## src/rtl/wsc_pkg.sv

```systemverilog
package wsc_pkg;
  localparam int ADDR_W = 16;

  typedef enum logic [3:0] {
    RG_NONE  = 4'd0,
    RG_RAM   = 4'd1,
    RG_PF0   = 4'd2,
    RG_PF1   = 4'd3,
    RG_PF2   = 4'd4,
    RG_PF3   = 4'd5,
    RG_OTP   = 4'd6,
    RG_FLASH = 4'd7,
    RG_PWD   = 4'd8,
    RG_ROM   = 4'd9
  } region_e;

  localparam logic [1:0] CFG_PAGED = 2'd0;
  localparam logic [1:0] CFG_RAND  = 2'd1;
  localparam logic [1:0] CFG_OTP   = 2'd2;
  localparam logic [1:0] CFG_PROT  = 2'd3;
endpackage

```

## src/rtl/wsc_decode.sv

```systemverilog
module wsc_decode
  import wsc_pkg::*;
(
  input  logic [ADDR_W-1:0] addr,
  output region_e           region
);
  always_comb begin
    if      (addr >= 16'h7FF0 && addr <= 16'h7FFF) region = RG_PWD;
    else if (addr <  16'h0800) region = RG_RAM;
    else if (addr <  16'h1000) region = RG_PF0;
    else if (addr <  16'h1800) region = RG_PF1;
    else if (addr <  16'h2000) region = RG_PF2;
    else if (addr <  16'h2800) region = RG_PF3;
    else if (addr <  16'h3000) region = RG_NONE;
    else if (addr <  16'h4000) region = RG_OTP;
    else if (addr <  16'h8000) region = RG_FLASH;
    else if (addr <  16'hC000) region = RG_RAM;
    else if (addr <  16'hE000) region = RG_NONE;
    else                       region = RG_ROM;
  end
endmodule

```

## src/rtl/wsc_cfg.sv

```systemverilog
module wsc_cfg
  import wsc_pkg::*;
#(
  parameter int WS_W    = 4,
  parameter int RST_PG  = 2,
  parameter int RST_RND = 3,
  parameter int RST_OTP = 3
) (
  input  logic            clk,
  input  logic            rst_n,
  input  logic            we,
  input  logic [1:0]      sel,
  input  logic [WS_W-1:0] wdata,
  output logic [WS_W-1:0] pg_w,
  output logic [WS_W-1:0] rnd_w,
  output logic [WS_W-1:0] otp_w,
  output logic            prot_en
);
  always_ff @(posedge clk) begin
    if (!rst_n) begin
      pg_w    <= WS_W'(RST_PG);
      rnd_w   <= WS_W'(RST_RND);
      otp_w   <= WS_W'(RST_OTP);
      prot_en <= 1'b1;
    end else if (we) begin
      unique case (sel)
        CFG_PAGED: pg_w    <= wdata;
        CFG_RAND:  rnd_w   <= wdata;
        CFG_OTP:   otp_w   <= wdata;
        CFG_PROT:  prot_en <= wdata[0];
      endcase
    end
  end

  // Registers change only on a write strobe
  p_cfg_hold_r9: assert property (@(posedge clk) disable iff (!rst_n)
    !we |=> $stable(pg_w) && $stable(rnd_w) && $stable(otp_w) && $stable(prot_en));
endmodule

```

## src/rtl/wsc_seq.sv

```systemverilog
module wsc_seq
  import wsc_pkg::*;
#(
  parameter int WS_W      = 4,
  parameter int PAGE_BITS = 3,
  parameter int RD_WAIT   = 2,
  parameter int PWD_WAIT  = 16,
  parameter int PROT_PEN  = 1
) (
  input  logic              clk,
  input  logic              rst_n,
  input  logic              req,
  input  logic [ADDR_W-1:0] addr,
  input  logic              wr,
  input  region_e           region,
  input  logic              periph_rdy,
  input  logic [WS_W-1:0]   pg_w,
  input  logic [WS_W-1:0]   rnd_w,
  input  logic [WS_W-1:0]   otp_w,
  input  logic              prot_en,
  output logic              ready,
  output logic              acc_err
);
  localparam int WS_MAX = (1 << WS_W) - 1;
  localparam int BASE_MAX = (PWD_WAIT > WS_MAX) ? PWD_WAIT : WS_MAX;
  localparam int CNT_W = $clog2(BASE_MAX + 2 + PROT_PEN);
  localparam int PG_W = ADDR_W - PAGE_BITS;

  function automatic logic [CNT_W-1:0] otp_eff(input logic [WS_W-1:0] v);
    return (v == '0) ? CNT_W'(1) : CNT_W'(v);
  endfunction

  function automatic logic [CNT_W-1:0] flash_eff(input logic [WS_W-1:0] pg,
                                                 input logic [WS_W-1:0] rnd,
                                                 input logic paged_i);
    logic [WS_W-1:0] m;
    if (paged_i) return CNT_W'(pg);
    m = (rnd > pg) ? rnd : pg;
    return (m == '0) ? CNT_W'(1) : CNT_W'(m);
  endfunction

  logic             busy;
  logic [CNT_W-1:0] cnt;
  logic             last_wr_pf1, last_prot_wr, fl_valid;
  logic [ADDR_W-1:0] last_addr;
  logic [PG_W-1:0]  fl_page;

  // Named internal events
  logic             start, done, is_prot, paged, stretchable, rdy_ok, cnt_zero;
  logic             b2b_stall, prot_stall;
  logic [CNT_W-1:0] base_w, load_w;

  assign is_prot     = (region == RG_PF1) || (region == RG_PF2) || (region == RG_PF3);
  assign stretchable = (region == RG_PF1) || (region == RG_PF3);
  assign paged       = fl_valid && (addr[ADDR_W-1:PAGE_BITS] == fl_page);
  assign b2b_stall   = wr && (region == RG_PF1) && last_wr_pf1;
  assign prot_stall  = prot_en && !wr && is_prot && last_prot_wr && (addr != last_addr);

  always_comb begin
    unique case (region)
      RG_PF1, RG_PF2, RG_PF3: base_w = wr ? '0 : CNT_W'(RD_WAIT);
      RG_OTP:                 base_w = otp_eff(otp_w);
      RG_FLASH:               base_w = flash_eff(pg_w, rnd_w, paged);
      RG_PWD:                 base_w = CNT_W'(PWD_WAIT);
      default:                base_w = '0;
    endcase
  end

  assign load_w   = base_w + CNT_W'(b2b_stall) + (prot_stall ? CNT_W'(PROT_PEN) : '0);
  assign start    = req && !busy;
  assign rdy_ok   = !stretchable || periph_rdy;
  assign cnt_zero = busy ? (cnt == '0) : (load_w == '0);
  assign done     = req && cnt_zero && rdy_ok;
  assign ready    = done;
  assign acc_err  = done && (region == RG_NONE);

  always_ff @(posedge clk) begin
    if (!rst_n) begin
      busy <= 1'b0;
      cnt  <= '0;
    end else if (!busy) begin
      if (start && !done) begin
        busy <= 1'b1;
        cnt  <= (load_w == '0) ? '0 : load_w - CNT_W'(1);
      end
    end else if (done) begin
      busy <= 1'b0;
    end else if (cnt != '0) begin
      cnt <= cnt - CNT_W'(1);
    end
  end

  always_ff @(posedge clk) begin
    if (!rst_n) begin
      last_wr_pf1  <= 1'b0;
      last_prot_wr <= 1'b0;
      last_addr    <= '0;
      fl_valid     <= 1'b0;
      fl_page      <= '0;
    end else if (done) begin
      last_wr_pf1  <= wr && (region == RG_PF1);
      last_prot_wr <= wr && is_prot;
      last_addr    <= addr;
      if (region == RG_FLASH) begin
        fl_valid <= 1'b1;
        fl_page  <= addr[ADDR_W-1:PAGE_BITS];
      end
    end
  end

  // Counting down keeps ready low
  p_wait_masks_ready_r10: assert property (@(posedge clk) disable iff (!rst_n)
    busy && (cnt != '0) |-> !ready);
  // Zone 2 finishes when its count runs out, ready or not
  p_pf2_fixed_r4: assert property (@(posedge clk) disable iff (!rst_n)
    busy && (cnt == '0) && req && (region == RG_PF2) |-> ready);
  // Password count is fixed
  p_pwd_fixed_r5: assert property (@(posedge clk) disable iff (!rst_n)
    start && (region == RG_PWD) |-> !done);
  // OTP never completes in the issue cycle
  p_otp_floor_r6: assert property (@(posedge clk) disable iff (!rst_n)
    start && (region == RG_OTP) |-> !ready);
  // Random flash count is at least paged and at least one
  p_rand_ge_page_r7: assert property (@(posedge clk) disable iff (!rst_n)
    start && (region == RG_FLASH) && !paged |-> (load_w >= CNT_W'(pg_w)) && (load_w != '0));
  // Error pulse coincides with a zero-wait completion
  p_err_zero_wait_r11: assert property (@(posedge clk) disable iff (!rst_n)
    acc_err |-> ready && !busy);
endmodule

```

## src/rtl/region_wait_ctrl.sv

```systemverilog
module region_wait_ctrl
  import wsc_pkg::*;
#(
  parameter int WS_W      = 4,
  parameter int PAGE_BITS = 3,
  parameter int RD_WAIT   = 2,
  parameter int PWD_WAIT  = 16,
  parameter int PROT_PEN  = 1
) (
  input  logic              clk,
  input  logic              rst_n,
  input  logic              cpu_req,
  input  logic [ADDR_W-1:0] cpu_addr,
  input  logic              cpu_wr,
  output logic              cpu_ready,
  output logic              acc_err,
  output logic [3:0]        region_o,
  input  logic              periph_rdy,
  input  logic              cfg_we,
  input  logic [1:0]        cfg_addr,
  input  logic [WS_W-1:0]   cfg_wdata
);
  region_e         region;
  logic [WS_W-1:0] pg_w, rnd_w, otp_w;
  logic            prot_en;

  wsc_decode u_dec (.addr(cpu_addr), .region(region));

  wsc_cfg #(.WS_W(WS_W)) u_cfg (
    .clk(clk), .rst_n(rst_n), .we(cfg_we), .sel(cfg_addr), .wdata(cfg_wdata),
    .pg_w(pg_w), .rnd_w(rnd_w), .otp_w(otp_w), .prot_en(prot_en)
  );

  wsc_seq #(
    .WS_W(WS_W), .PAGE_BITS(PAGE_BITS), .RD_WAIT(RD_WAIT),
    .PWD_WAIT(PWD_WAIT), .PROT_PEN(PROT_PEN)
  ) u_seq (
    .clk(clk), .rst_n(rst_n), .req(cpu_req), .addr(cpu_addr), .wr(cpu_wr),
    .region(region), .periph_rdy(periph_rdy), .pg_w(pg_w), .rnd_w(rnd_w),
    .otp_w(otp_w), .prot_en(prot_en), .ready(cpu_ready), .acc_err(acc_err)
  );

  assign region_o = region;
endmodule

```

## config.mk

```make
export PLATFORM = sky130hd
export DESIGN_NAME = region_wait_ctrl
export DESIGN_NICKNAME = d
export VERILOG_FILES = /design/src/rtl/wsc_pkg.sv /design/src/rtl/wsc_decode.sv /design/src/rtl/wsc_cfg.sv /design/src/rtl/wsc_seq.sv /design/src/rtl/region_wait_ctrl.sv
export SDC_FILE = /design/constraint.sdc
export NUM_CORES = 1
export LEC_CHECK = 0
export BUFFER_PORTS_ARGS = -buffer_cell sky130_fd_sc_hd__clkbuf_2
export CAP_MARGIN = 20
export CORE_MARGIN = 4
export CORE_UTILIZATION = 30
export CTS_CLUSTER_DIAMETER = 200
export DETAILED_ROUTE_END_ITERATION = 8
export GPL_TIMING_DRIVEN = 0
export SYNTH_ARGS = -nofsm -noshare
export SYNTH_HDL_FRONTEND = slang
export SYNTH_SLANG_ARGS = --single-unit
```

## constraint.sdc

```tcl
create_clock -name clk -period 4.6 [get_ports clk]
set_input_delay 0.46 -clock clk [delete_from_list [all_inputs] [get_ports clk]]
set_output_delay 0.46 -clock clk [all_outputs]
set_load 0.01 [all_outputs]
```

==> results of run 1 <==
[layout make-up]
class | instances | share of cell area
Clock inverter | 1 | 0.00203
Buffer | 19 | 0.0263
Clock buffer | 7 | 0.0260
Multi-Input combinational cell | 306 | 0.546
Tap cell | 133 | 0.0449
Sequential cell | 51 | 0.276
Inverter | 16 | 0.0169
Timing Repair Buffer | 41 | 0.0614
[cell usage after synthesis, types with 2 or more instances]
cell	n	area, sq um
sky130_fd_sc_hd__a31o_2	2	17.5
sky130_fd_sc_hd__o21ai_0	19	95.1
sky130_fd_sc_hd__and2_1	5	31.3
sky130_fd_sc_hd__dfxtp_1	51	1020
sky130_fd_sc_hd__or3_1	2	12.5
sky130_fd_sc_hd__nor4_1	5	31.3
sky130_fd_sc_hd__nand2b_1	2	12.5
sky130_fd_sc_hd__ha_1	9	113
sky130_fd_sc_hd__nand2_1	56	210
sky130_fd_sc_hd__nand4_1	12	75.1
sky130_fd_sc_hd__buf_6	2	22.5
sky130_fd_sc_hd__o311a_1	2	20.0
sky130_fd_sc_hd__nand3_1	19	95.1
sky130_fd_sc_hd__mux2i_1	10	100
sky130_fd_sc_hd__o21a_1	2	15.0
sky130_fd_sc_hd__nand3b_1	3	22.5
sky130_fd_sc_hd__nor3b_1	2	15.0
sky130_fd_sc_hd__a31oi_1	2	12.5
sky130_fd_sc_hd__nor3_1	14	70.1
sky130_fd_sc_hd__nor2_1	24	90.1
sky130_fd_sc_hd__or2_1	2	12.5
sky130_fd_sc_hd__a211oi_1	6	45.0
sky130_fd_sc_hd__nor2b_1	3	18.8
sky130_fd_sc_hd__buf_2	4	20.0
sky130_fd_sc_hd__xnor2_1	32	280
sky130_fd_sc_hd__o211ai_1	3	22.5
sky130_fd_sc_hd__clkbuf_1	13	48.8
sky130_fd_sc_hd__inv_1	14	52.6
sky130_fd_sc_hd__a21oi_1	39	195
[layer usage]
metal,vias to the layer above,routed length (um),track usage
met3,11,430,0.0241
met1,1365,4060,0.202
met5,-,0,0
met2,68,3690,0.224
met4,0,122,0.0329
li1,1491,-,-
[power breakdown]
group	leakage, nW	switching, mW	internal [mW]
Clock	0.0505	0.156	0.137
Combinational	0.908	0.182	0.139
Sequential	0.416	0.0227	0.471
[worst reg2reg max path: stages (launching register included)]
cell and delay, ps:
sky130_fd_sc_hd__dfxtp_2 350, sky130_fd_sc_hd__inv_1 80, sky130_fd_sc_hd__ha_1 300, sky130_fd_sc_hd__and3b_2 210, sky130_fd_sc_hd__a2111oi_4 50, sky130_fd_sc_hd__or2_4 280
sky130_fd_sc_hd__or2_4 250, sky130_fd_sc_hd__o32ai_4 290, sky130_fd_sc_hd__a211oi_2 140, sky130_fd_sc_hd__fa_2 420, sky130_fd_sc_hd__ha_4 280, sky130_fd_sc_hd__inv_1 60
sky130_fd_sc_hd__ha_1 210, sky130_fd_sc_hd__and3_4 180, sky130_fd_sc_hd__a31oi_4 250, sky130_fd_sc_hd__buf_4 150, sky130_fd_sc_hd__buf_4 110, sky130_fd_sc_hd__clkbuf_1 310
sky130_fd_sc_hd__o21ai_0 140, sky130_fd_sc_hd__a21oi_1 180
[kinds of logic after synthesis]
family,after synthesis,share of synthesized area
AOI/OAI and AO/OA,95,0.201
xor gates and xnor gates,33,0.0927
adders and majority gates,10,0.0425
buffers and inverters,37,0.0529
DFF,51,0.327
muxes,11,0.0357
and+or+nand+nor,157,0.248
[path summary, 6_finish.rpt]
path / end / startpoint / depth (start not counted)
worst max-delay path: acc_err / u_cfg.pg_w[1]$_SDFFE_PN1P_ / 16
worst min register to register: u_seq.fl_page[12]$_SDFFE_PN0P_ / u_seq.fl_page[12]$_SDFFE_PN0P_ / 2
worst max register to register: u_seq.fl_page[9]$_SDFFE_PN0P_ / u_cfg.pg_w[1]$_SDFFE_PN1P_ / 19
worst min-delay path: u_seq.last_addr[1]$_SDFFE_PN0P_ / cpu_addr[1] / 3
[timing repair]
| action | CTS | global route |
|---|---|---|
| resized for setup | 11 | 11 |
| hold buffers | 0 | 0 |
| pin swaps | 4 | 7 |
| setup endpoints to repair | 2 | 2 |
| endpoints found under the hold margin | 0 | 0 |
| buffers inserted | 3 | 6 |
[sequential cells by signal, indices dropped and copies added (netlist names)]
signal	count
u_seq.cnt	5
u_cfg.rnd_w	4
u_seq.last_wr_pf1	1
u_seq.fl_valid	1
u_seq.last_addr	16
u_cfg.otp_w	4
u_seq.last_prot_wr	1
u_cfg.prot_en	1
u_seq.busy	1
u_cfg.pg_w	4
u_seq.fl_page	13
[through the flow]
| step | setup WS, ps | instances | util | hold WS (ps) |
|---|---|---|---|---|
| after floorplan | 497 | 394 | - | 423 |
| after global placement | -199 | 559 | 0.346 | 431 |
| after detailed placement | -214 | 559 | 0.346 | 444 |
| after CTS | 17.2 | 569 | 0.364 | 387 |
| after global routing | 13.7 | 574 | 0.372 | 392 |
| final | 162 | 574 | 0.372 | 385 |
==> impl_summary.txt, run 1 <==
----------------------------------------------------
[Finish]
  Combined area of the multi-input logic cells ... 2020 sq um
  Share of cells above drive strength 1 ... 0.179
  Area growth syn-to-layout ... 18.8%
  Post-route cell area ... 3710 sq um
  # diodes ... 0
  NumNets Final ... 478
  Commonest non-fill, non-tap cell in the layout ... sky130_fd_sc_hd__nand2_1
  Highest-count cells in the layout ignoring fill and taps ... 56 x sky130_fd_sc_hd__nand2_1, 49 x sky130_fd_sc_hd__dfxtp_1, 38 x sky130_fd_sc_hd__a21oi_1
  Sequential cell area in the final layout ... between 1000 and 1500 sq um
  Count of fill cells added during filler insertion ... 1016

[STA]
  Unrepaired setup endpoints after global routing ... false
  Number of failing hold endpoints at the final stage ... 0
  Max Clock Skew ... 6.31 ps
  Transition time of the tightest slew-check pin ... 824 ps
  Worst slew margin relative to its limit ... 0.449
  Number of setup violations in the final report ... 0
  Post-layout min period ... 4440 ps
  Final-report max-slew violation count ... 0
  Setup total negative slack ... 0 ps
  Final cycle utilization of the critical path ... 0.965
  Peak Freq ... 225 MHz

[Critical path]
  Required time worst endpoint ... 4140 ps
  Kind of cell adding the most delay to the critical path ... simple AND/OR/NAND/NOR gates
  Path type of the worst setup path ... flop to output port
  Setup slack, reg-to-reg ... about 320 ps
  CP endpoint kind ... output port
  Crit-path max FO ... 6
  Startpoint type of the worst setup path ... flop
  Crit-path slowest cell ... sky130_fd_sc_hd__fa_2
  Slowest Stage Delay on Critical Path ... 420 ps
  Cell with the most instances on the worst path ... sky130_fd_sc_hd__or2_4
  List of cells traversed by the critical path ... inv_1, ha_1, and3b_2, a2111oi_4, or2_4, or2_4, o32ai_4, a211oi_2, fa_2, ha_4, or3_1, o21ai_4, a31oi_4, buf_6, a21oi_2, clkbuf_2
  Buffers plus inverters on the worst setup path ... 3
  Arrival @ worst endpoint ... 3980 ps

[Yosys]
  Number of synthesized flops with an enable pin ... 0
  Number of standard cells after synthesis ... 394
  Post-synthesis sequential area ratio ... 0.327
  Synth Net Count ... roughly 430
  Cell area after synthesis ... between 3000 and 4000 sq um
  Syn. warnings ... 0
  Synthesized area per cell ... 7.92 sq um
  Number of different library cells in the post-synthesis netlist ... 64
  Main synth FF type ... sky130_fd_sc_hd__dfxtp_1
  Share of synthesized registers carrying an async set or reset ... 0
  Number of storage elements in the synthesis netlist ... 51

[Place]
  Final weighted congestion in routability-driven placement ... 0.827
  Area after detailed placement ... 3450 sq um
  Post-DP HPWL ... approximately 6300 um
  Number of buffer cells added on primary ports ... 32

[Floorplanning]
  Area enclosed by the die boundary ... 12100 sq um
  Effective utilization at floorplan ... 0.313
  Placement row count ... 36
  Width of the chip ... about 110 um
  Boundary pin count ... 34
  Standard cell core area ... 9950 sq um
  Vert. Die Dim ... 110 um

[Clock network]
  Cell at the root of the clock tree ... sky130_fd_sc_hd__clkbuf_8
  Number of buffers on the longest clock path ... 2
  Clock Latency Late Sink ... ~310 ps
  CTS tree ... done
  H-Tree Level Count ... 2
  Register clock-pin slew on the reported worst setup and hold paths ... ~100 ps
  Number of sinks handled by clock tree synthesis ... between 50 and 60
  CTS buffer count ... 5

[Route]
  Remaining number of nets flagged by the antenna check after routing ... 0
  Drt wl/cell ... ~14 um
  Final wirelength ... 8300 um
  Remaining DRCs ... 0
  Number of optimization iterations in the first detailed-route pass ... 4
  Total via count in the routed design ... 2935
  Drt first-iter violations ... 172
  Via count normalized by instance count ... 5.11

[Global routing]
  Vias in the first global route ... between 2000 and 3000
  Pin count of the biggest net entering global routing ... 16
  Global-route wire length before repair ... 13800 um
  Remaining global-route overflow ... 0
  Initial antenna violation count ... 0
  Overall Global Routing Usage ... 0.142

[Power and ir drop]
  Overall power consumption ... 1.11 mW
  Leak Pwr ... 1.37 nW
  Maximum resistive drop on vdd ... about 0.00014 V
  Power density over cell area ... 299 nW/um^2

[Job]
  Number of max-cap violations ... 0

[Outcome]
  Status ... complete, no violations

[Hold path]
  Type of the worst min-delay path ... input pin to flop

----------------------------------------------------
Power figures use the tool's default switching activity.
==> inputs of run 2 (changes only) <==
REMOVE_ABC_BUFFERS = 1   (was unset)
SETUP_SLACK_MARGIN = 0.3   (was unset)
clock period = 4.4 ns   (was 4.6 ns; I/O delays follow)
==> run 2 against run 1 <==
Sequential share of layout area fell by 1.5 points. Via count rose by 0.68%. Largest cell class unchanged. Wire length rose by 0.93%. Critical path depth fell by 1.
==> impl_summary.txt, run 2 (synthesized netlist as in run 1, its figures left out) <==
----------------------------------------------------
[Outcome]
  Status ... complete, no violations

[Floorplanning]
  Boundary pin count ... 34
  Placement row count ... 36
  Area enclosed by the die boundary ... approximately 12000 sq um
  Vert. Die Dim ... 110 um
  Width of the chip ... 110 um
  Standard cell core area ... 9950 sq um
  Effective utilization at floorplan ... 0.313

[STA]
  Number of setup violations in the final report ... 0
  Max Clock Skew ... 8.22 ps
  Worst slew margin relative to its limit ... 0.320
  Post-layout min period ... 4170 ps
  Final-report max-slew violation count ... 0
  Worst hold margin ... 375 ps
  Peak Freq ... 240 MHz
  Final cycle utilization of the critical path ... 0.947
  Unrepaired setup endpoints after global routing ... true
  Number of failing hold endpoints at the final stage ... 0
  Transition time of the tightest slew-check pin ... 1020 ps
  Setup total negative slack ... 0 ps

[Place]
  Number of buffer cells added on primary ports ... 33
  Post-DP HPWL ... 5560 um
  Area after detailed placement ... 3380 sq um
  Placed Instances ... 540
  Final weighted congestion in routability-driven placement ... 0.819

[Clock network]
  Number of buffers on the longest clock path ... 2
  Cell at the root of the clock tree ... sky130_fd_sc_hd__clkbuf_8
  Register clock-pin slew on the reported worst setup and hold paths ... 100 ps
  CTS buffer count ... 5
  H-Tree Level Count ... 2
  Number of sinks handled by clock tree synthesis ... 51
  CTS tree ... done
  Clock Latency Late Sink ... 300 ps

[Critical path]
  Required time worst endpoint ... 3960 ps
  Startpoint type of the worst setup path ... input pin
  End of the worst register-to-register path ... u_seq.cnt[3]$_SDFFE_PN0P_
  Path type of the worst setup path ... input pin to output port
  CP endpoint kind ... output port
  Arrival @ worst endpoint ... 3730 ps
  Setup slack, reg-to-reg ... 450 ps
  Startpoint of the lowest-slack register-to-register path ... u_cfg.rnd_w[2]$_SDFFE_PN0P_
  Crit-path max FO ... 12
  Cells on worst reg2reg path ... 18

[Finish]
  Share of cells above drive strength 1 ... 0.233
  Registers with the most flip-flops ... u_seq.last_addr (16), u_seq.fl_page (13), u_seq.cnt (5)
  # diodes ... 0
  Flip-flop count of the largest register after layout ... 16
  NumNets Final ... 481
  Post-route cell area ... 3930 sq um
  Register containing the most flip-flops in the final layout ... u_seq.last_addr
  Number of standard cells in the layout, taps in and fillers out ... approximately 580
  Area growth syn-to-layout ... 25.9%
  Commonest non-fill, non-tap cell in the layout ... sky130_fd_sc_hd__nand2_1
  Highest-count cells in the layout ignoring fill and taps ... 56 x sky130_fd_sc_hd__nand2_1, 46 x sky130_fd_sc_hd__dfxtp_1, 38 x sky130_fd_sc_hd__a21oi_1

[Route]
  Via count normalized by instance count ... 5.13
  Remaining number of nets flagged by the antenna check after routing ... 0
  Number of optimization iterations in the first detailed-route pass ... 4
  Drt wl/cell ... 14.6 um
  Final wirelength ... 8380 um
  Remaining DRCs ... 0
  Drt first-iter violations ... 132
  Total via count in the routed design ... around 3000

[Global routing]
  Initial antenna violation count ... 0
  Overall Global Routing Usage ... 0.138
  Global-route wire length before repair ... approximately 13000 um
  Pin count of the biggest net entering global routing ... 35
  Vias in the first global route ... 2767
  Remaining global-route overflow ... 0

[Hold path]
  Type of the worst min-delay path ... input pin to flop
  Min-Delay Endpoint ... u_seq.last_addr[1]$_SDFFE_PN0P_
  Number of cells on the worst hold path ... 3
  Hold Startpoint ... cpu_addr[1]

[Power and ir drop]
  Power density over cell area ... about 310 nW/um^2
  Leak Pwr ... 1.46 nW
  Maximum resistive drop on vdd ... around 0.00018 V

[Job]
  Number of max-cap violations ... 0

----------------------------------------------------
[run 2: worst max-delay path, stage by stage]
cell	delay, ps
sky130_fd_sc_hd__clkbuf_4	210
sky130_fd_sc_hd__nand4_1	220
sky130_fd_sc_hd__or3_1	500
sky130_fd_sc_hd__o311ai_0	230
sky130_fd_sc_hd__inv_1	200
sky130_fd_sc_hd__nor3_1	250
sky130_fd_sc_hd__a211oi_2	100
sky130_fd_sc_hd__fa_2	420
sky130_fd_sc_hd__ha_4	190
sky130_fd_sc_hd__or3_4	340
sky130_fd_sc_hd__o21ai_4	80
sky130_fd_sc_hd__a31oi_4	130
sky130_fd_sc_hd__buf_6	160
sky130_fd_sc_hd__a21oi_4	130
sky130_fd_sc_hd__buf_6	120
[run 2: worst max-delay path by stage]
| stage | start | end | slack (ps) | depth (start not counted) |
|---|---|---|---|---|
| after floorplan | u_cfg.pg_w[1]$_SDFFE_PN1P_ | u_seq.cnt[3]$_SDFFE_PN0P_ | -20 | 17 |
| after global placement | cpu_addr[11] | u_seq.cnt[3]$_SDFFE_PN0P_ | -850 | 16 |
| after detailed placement | cpu_addr[11] | u_seq.cnt[3]$_SDFFE_PN0P_ | -830 | 16 |
| after CTS | u_cfg.pg_w[2]$_SDFFE_PN0P_ | acc_err | 220 | 17 |
| after global routing | u_cfg.pg_w[1]$_SDFFE_PN1P_ | cpu_ready | 80 | 17 |
| final | cpu_addr[11] | acc_err | 230 | 15 |
[run 2: metal layers]
metal / GRT usage / up-vias / wire (um)
li1: - / 1496 / -
met2: 0.220 / 66 / 3890
met5: 0 / - / 0
met3: 0.0235 / 6 / 409
met4: 0.0223 / 0 / 65
met1: 0.196 / 1387 / 4020
[run 2: layout make-up]
cell class,instances,area [sq um]
Timing Repair Buffer,61,434
Sequential cell,51,1030
Clock inverter,1,30.0
Tap cell,133,166
Multi-Input combinational cell,307,2110
Timing Repair inverter,1,8.76
Clock buffer,6,72.6
Fill cell,981,6030
Inverter,16,80.1
[run 2: timing repair]
item,4_1_cts,5_1_grt
endpoints found under the hold margin,0,0
resized for setup,33,14
setup buffers,16,11
cloned,1,1
endpoints found under the setup margin,40,20
pin swaps,13,11
hold buffers,0,0
[run 2: where the power goes]
part / switching, mW / leakage, nW / internal [mW]
Combinational: 0.198 / 0.994 / 0.168
Clock: 0.151 / 0.0513 / 0.167
Sequential: 0.0291 / 0.415 / 0.493
Total: 0.378 / 1.46 / 0.828
[run 2: metrics by stage]
stage	setup WS, ps	util	total power [mW]
after global routing	82.5	0.395	1.27
after floorplan	-21.4	-	0.712
after global placement	-854	0.336	0.793
after CTS	221	0.376	1.16
after detailed placement	-832	0.339	0.802
final	231	0.395	1.21
==> inputs of run 3 (changes only) <==
CAP_MARGIN = unset   (was 20)
clock period = 4.2 ns   (was 4.4 ns; I/O delays follow)
==> run 3 against run 2 <==
Setup slack got worse by 220 ps. Clock skew fell by 0.89 ps. Sequential cell count did not move. Cell area rose by 4.9%. Wire length rose by 5.7%. Global-route usage rose by 0.31 points. Core utilization rose by 1.9 points. Hold slack got worse by 29 ps. Via count rose by 2.5%. Die area did not move. Clock power rose by 16%. Largest power group unchanged.
==> impl_summary.txt, run 3 (synthesized netlist as in run 1, its figures left out) <==
----------------------------------------------------
[Clock network]
  Register clock-pin slew on the reported worst setup and hold paths ... 100 ps
  Number of buffers inserted by hold repair at cts ... 0
  CTS buffer count ... 5
  Clock Latency Late Sink ... 310 ps
  CTS tree ... done
  H-Tree Level Count ... 2
  Number of buffers on the longest clock path ... 2
  Cell at the root of the clock tree ... sky130_fd_sc_hd__clkbuf_8
  Number of sinks handled by clock tree synthesis ... 51

[Critical path]
  Kind of cell adding the most delay to the critical path ... adder cells
  Crit-path max FO ... 4
  Crit-path slowest cell ... sky130_fd_sc_hd__fa_2
  Buffers plus inverters on the worst setup path ... 5
  Slowest Stage Delay on Critical Path ... 410 ps
  Cells on worst reg2reg path ... 20
  List of cells traversed by the critical path ... inv_4, ha_4, and3b_2, a2111oi_4, or2_1, or2_4, o32ai_4, a211oi_2, fa_2, ha_4, inv_4, ha_4, and3_4, a31oi_4, buf_12, clkinv_8, buf_6
  Arrival @ worst endpoint ... roughly 3800 ps
  Cell with the most instances on the worst path ... sky130_fd_sc_hd__ha_4
  Critical path depth in cells ... 17
  Path type of the worst setup path ... flop to output port
  Startpoint type of the worst setup path ... flop
  Required time worst endpoint ... 3780 ps
  CP endpoint kind ... output port

[Finish]
  Combined area of the multi-input logic cells ... 2190 sq um
  # diodes ... 0
  Highest-count cells in the layout ignoring fill and taps ... 53 x sky130_fd_sc_hd__nand2_1, 45 x sky130_fd_sc_hd__dfxtp_1, 32 x sky130_fd_sc_hd__a21oi_1
  Registers with the most flip-flops ... u_seq.last_addr (16), u_seq.fl_page (13), u_seq.cnt (5)
  Post-route cell area ... just over 4000 sq um
  NumNets Final ... 485
  Share of cells above drive strength 1 ... 0.290
  Register containing the most flip-flops in the final layout ... u_seq.last_addr
  Flip-flop count of the largest register after layout ... 16
  Area growth syn-to-layout ... 32.0%
  Count of fill cells added during filler insertion ... 956
  Commonest non-fill, non-tap cell in the layout ... sky130_fd_sc_hd__nand2_1
  Sequential cell area in the final layout ... 1030 sq um

[Route]
  Final wirelength ... 8860 um
  Total via count in the routed design ... 3030
  Drt first-iter violations ... 137
  Remaining number of nets flagged by the antenna check after routing ... 0
  Drt wl/cell ... 15.3 um
  Number of optimization iterations in the first detailed-route pass ... 4
  Remaining DRCs ... 0
  Via count normalized by instance count ... 5.22

[Global routing]
  Overall Global Routing Usage ... 0.141
  Remaining global-route overflow ... 0
  Global-route wire length before repair ... 13600 um
  Vias in the first global route ... 2834
  Initial antenna violation count ... 0
  Pin count of the biggest net entering global routing ... 43

[Power and ir drop]
  Sw Share ... 0.321
  Overall power consumption ... 1.35 mW
  Power density over cell area ... 327 nW/um^2
  Leak Pwr ... 1.53 nW
  Fraction of power consumed by combinational cells ... 0.320
  Sequential share of power ... 0.406
  Maximum resistive drop on vdd ... 0.000151 V
  Clock network fraction of design power ... 0.274
  Reported net switching power ... 0.432 mW
  Cell-internal power ... 0.915 mW

[Job]
  Number of max-cap violations ... 0

[STA]
  Peak Freq ... 239 MHz
  Final-report max-slew violation count ... 0
  Worst hold margin ... 346 ps
  Max Clock Skew ... 7.34 ps
  Setup total negative slack ... 0 ps
  Number of failing hold endpoints at the final stage ... 0
  Final cycle utilization of the critical path ... 0.997
  Unrepaired setup endpoints after global routing ... true
  Worst slew margin relative to its limit ... 0.0782
  Post-layout min period ... 4190 ps
  Number of setup violations in the final report ... 0
  Transition time of the tightest slew-check pin ... approximately 1400 ps

[Outcome]
  Status ... complete, no violations

[Floorplanning]
  Placement row count ... 36
  Vert. Die Dim ... about 110 um
  Standard cell core area ... 9950 sq um
  Effective utilization at floorplan ... 0.313
  Boundary pin count ... 34
  Width of the chip ... around 110 um
  Area enclosed by the die boundary ... ~12000 sq um

[Hold path]
  Number of cells on the worst hold path ... 3
  Type of the worst min-delay path ... input pin to flop

[Place]
  Post-DP HPWL ... 5490 um
  Number of buffer cells added on primary ports ... 33
  Area after detailed placement ... approximately 3300 sq um
  Final weighted congestion in routability-driven placement ... slightly above 0.8

----------------------------------------------------
[run 3: cell types whose count changed in the layout (fill, tap and decap cells not counted), moves of 3 or more]
cell / before / now
sky130_fd_sc_hd__a21oi_1: 38 / 32
sky130_fd_sc_hd__a21oi_2: 0 / 6
sky130_fd_sc_hd__buf_4: 23 / 20
sky130_fd_sc_hd__buf_8: 0 / 3
sky130_fd_sc_hd__nand2_1: 56 / 53
sky130_fd_sc_hd__o21ai_0: 19 / 13
sky130_fd_sc_hd__o21ai_2: 0 / 3
[run 3: layout make-up]
cell class | instances | area share
Clock inverter | 2 | 0.00942
Sequential cell | 51 | 0.250
Multi-Input combinational cell | 307 | 0.533
Timing Repair inverter | 1 | 0.00213
Inverter | 16 | 0.0194
Timing Repair Buffer | 65 | 0.125
Tap cell | 133 | 0.0404
Clock buffer | 6 | 0.0200
[run 3: worst min-delay path, delay by kind of cell]
kind,cells,cell delay [ps]
and+or+nand+nor,1,50
buffers and inverters,1,100
AOI/OAI and AO/OA,1,50
[run 3: repair_timing]
action                     4_1_cts  5_1_grt
pin swaps                       15       32
cloned                           1        2
gates resized for setup         36       49
setup buffers                   18       12
setup endpoints to repair       40       38
[run 3: path summary, 6_finish.rpt]
| path | startpoint | endpoint | slack, ps |
|---|---|---|---|
| hold / removal | cpu_addr[0] | u_seq.last_addr[0]$_SDFFE_PN0P_ | 350 |
| hold reg to reg | u_seq.fl_page[12]$_SDFFE_PN0P_ | u_seq.fl_page[12]$_SDFFE_PN0P_ | 460 |
| setup reg to reg | u_cfg.pg_w[2]$_SDFFE_PN0P_ | u_seq.fl_page[11]$_SDFFE_PN0P_ | 170 |
| setup / recovery | u_cfg.pg_w[2]$_SDFFE_PN0P_ | cpu_ready | 10 |
[run 3: layer usage]
metal	track usage	up-vias	part of all wire
met5	0	-	0
met4	0.0303	0	0.013
met3	0.0258	10	0.033
met2	0.226	55	0.46
met1	0.196	1446	0.49
li1	-	1519	-
[run 3: power by group through the flow]
stage	Combinational [mW]	Clock, mW	Sequential [mW]
2_1_floorplan	0.197	0	0.549
3_3_place_gp	0.277	0	0.554
3_5_place_dp	0.281	0	0.556
4_1_cts	0.333	0.376	0.546
5_1_grt	0.471	0.394	0.552
6_report	0.431	0.369	0.547
[run 3: metrics by stage]
stage          utilization  setup slack, ps  instances
2_1_floorplan            -             -221        373
3_3_place_gp         0.336            -1030        539
3_5_place_dp         0.336            -1060        539
4_1_cts              0.378             39.5        566
5_1_grt              0.414             -128        581
6_report             0.414             14.5        581
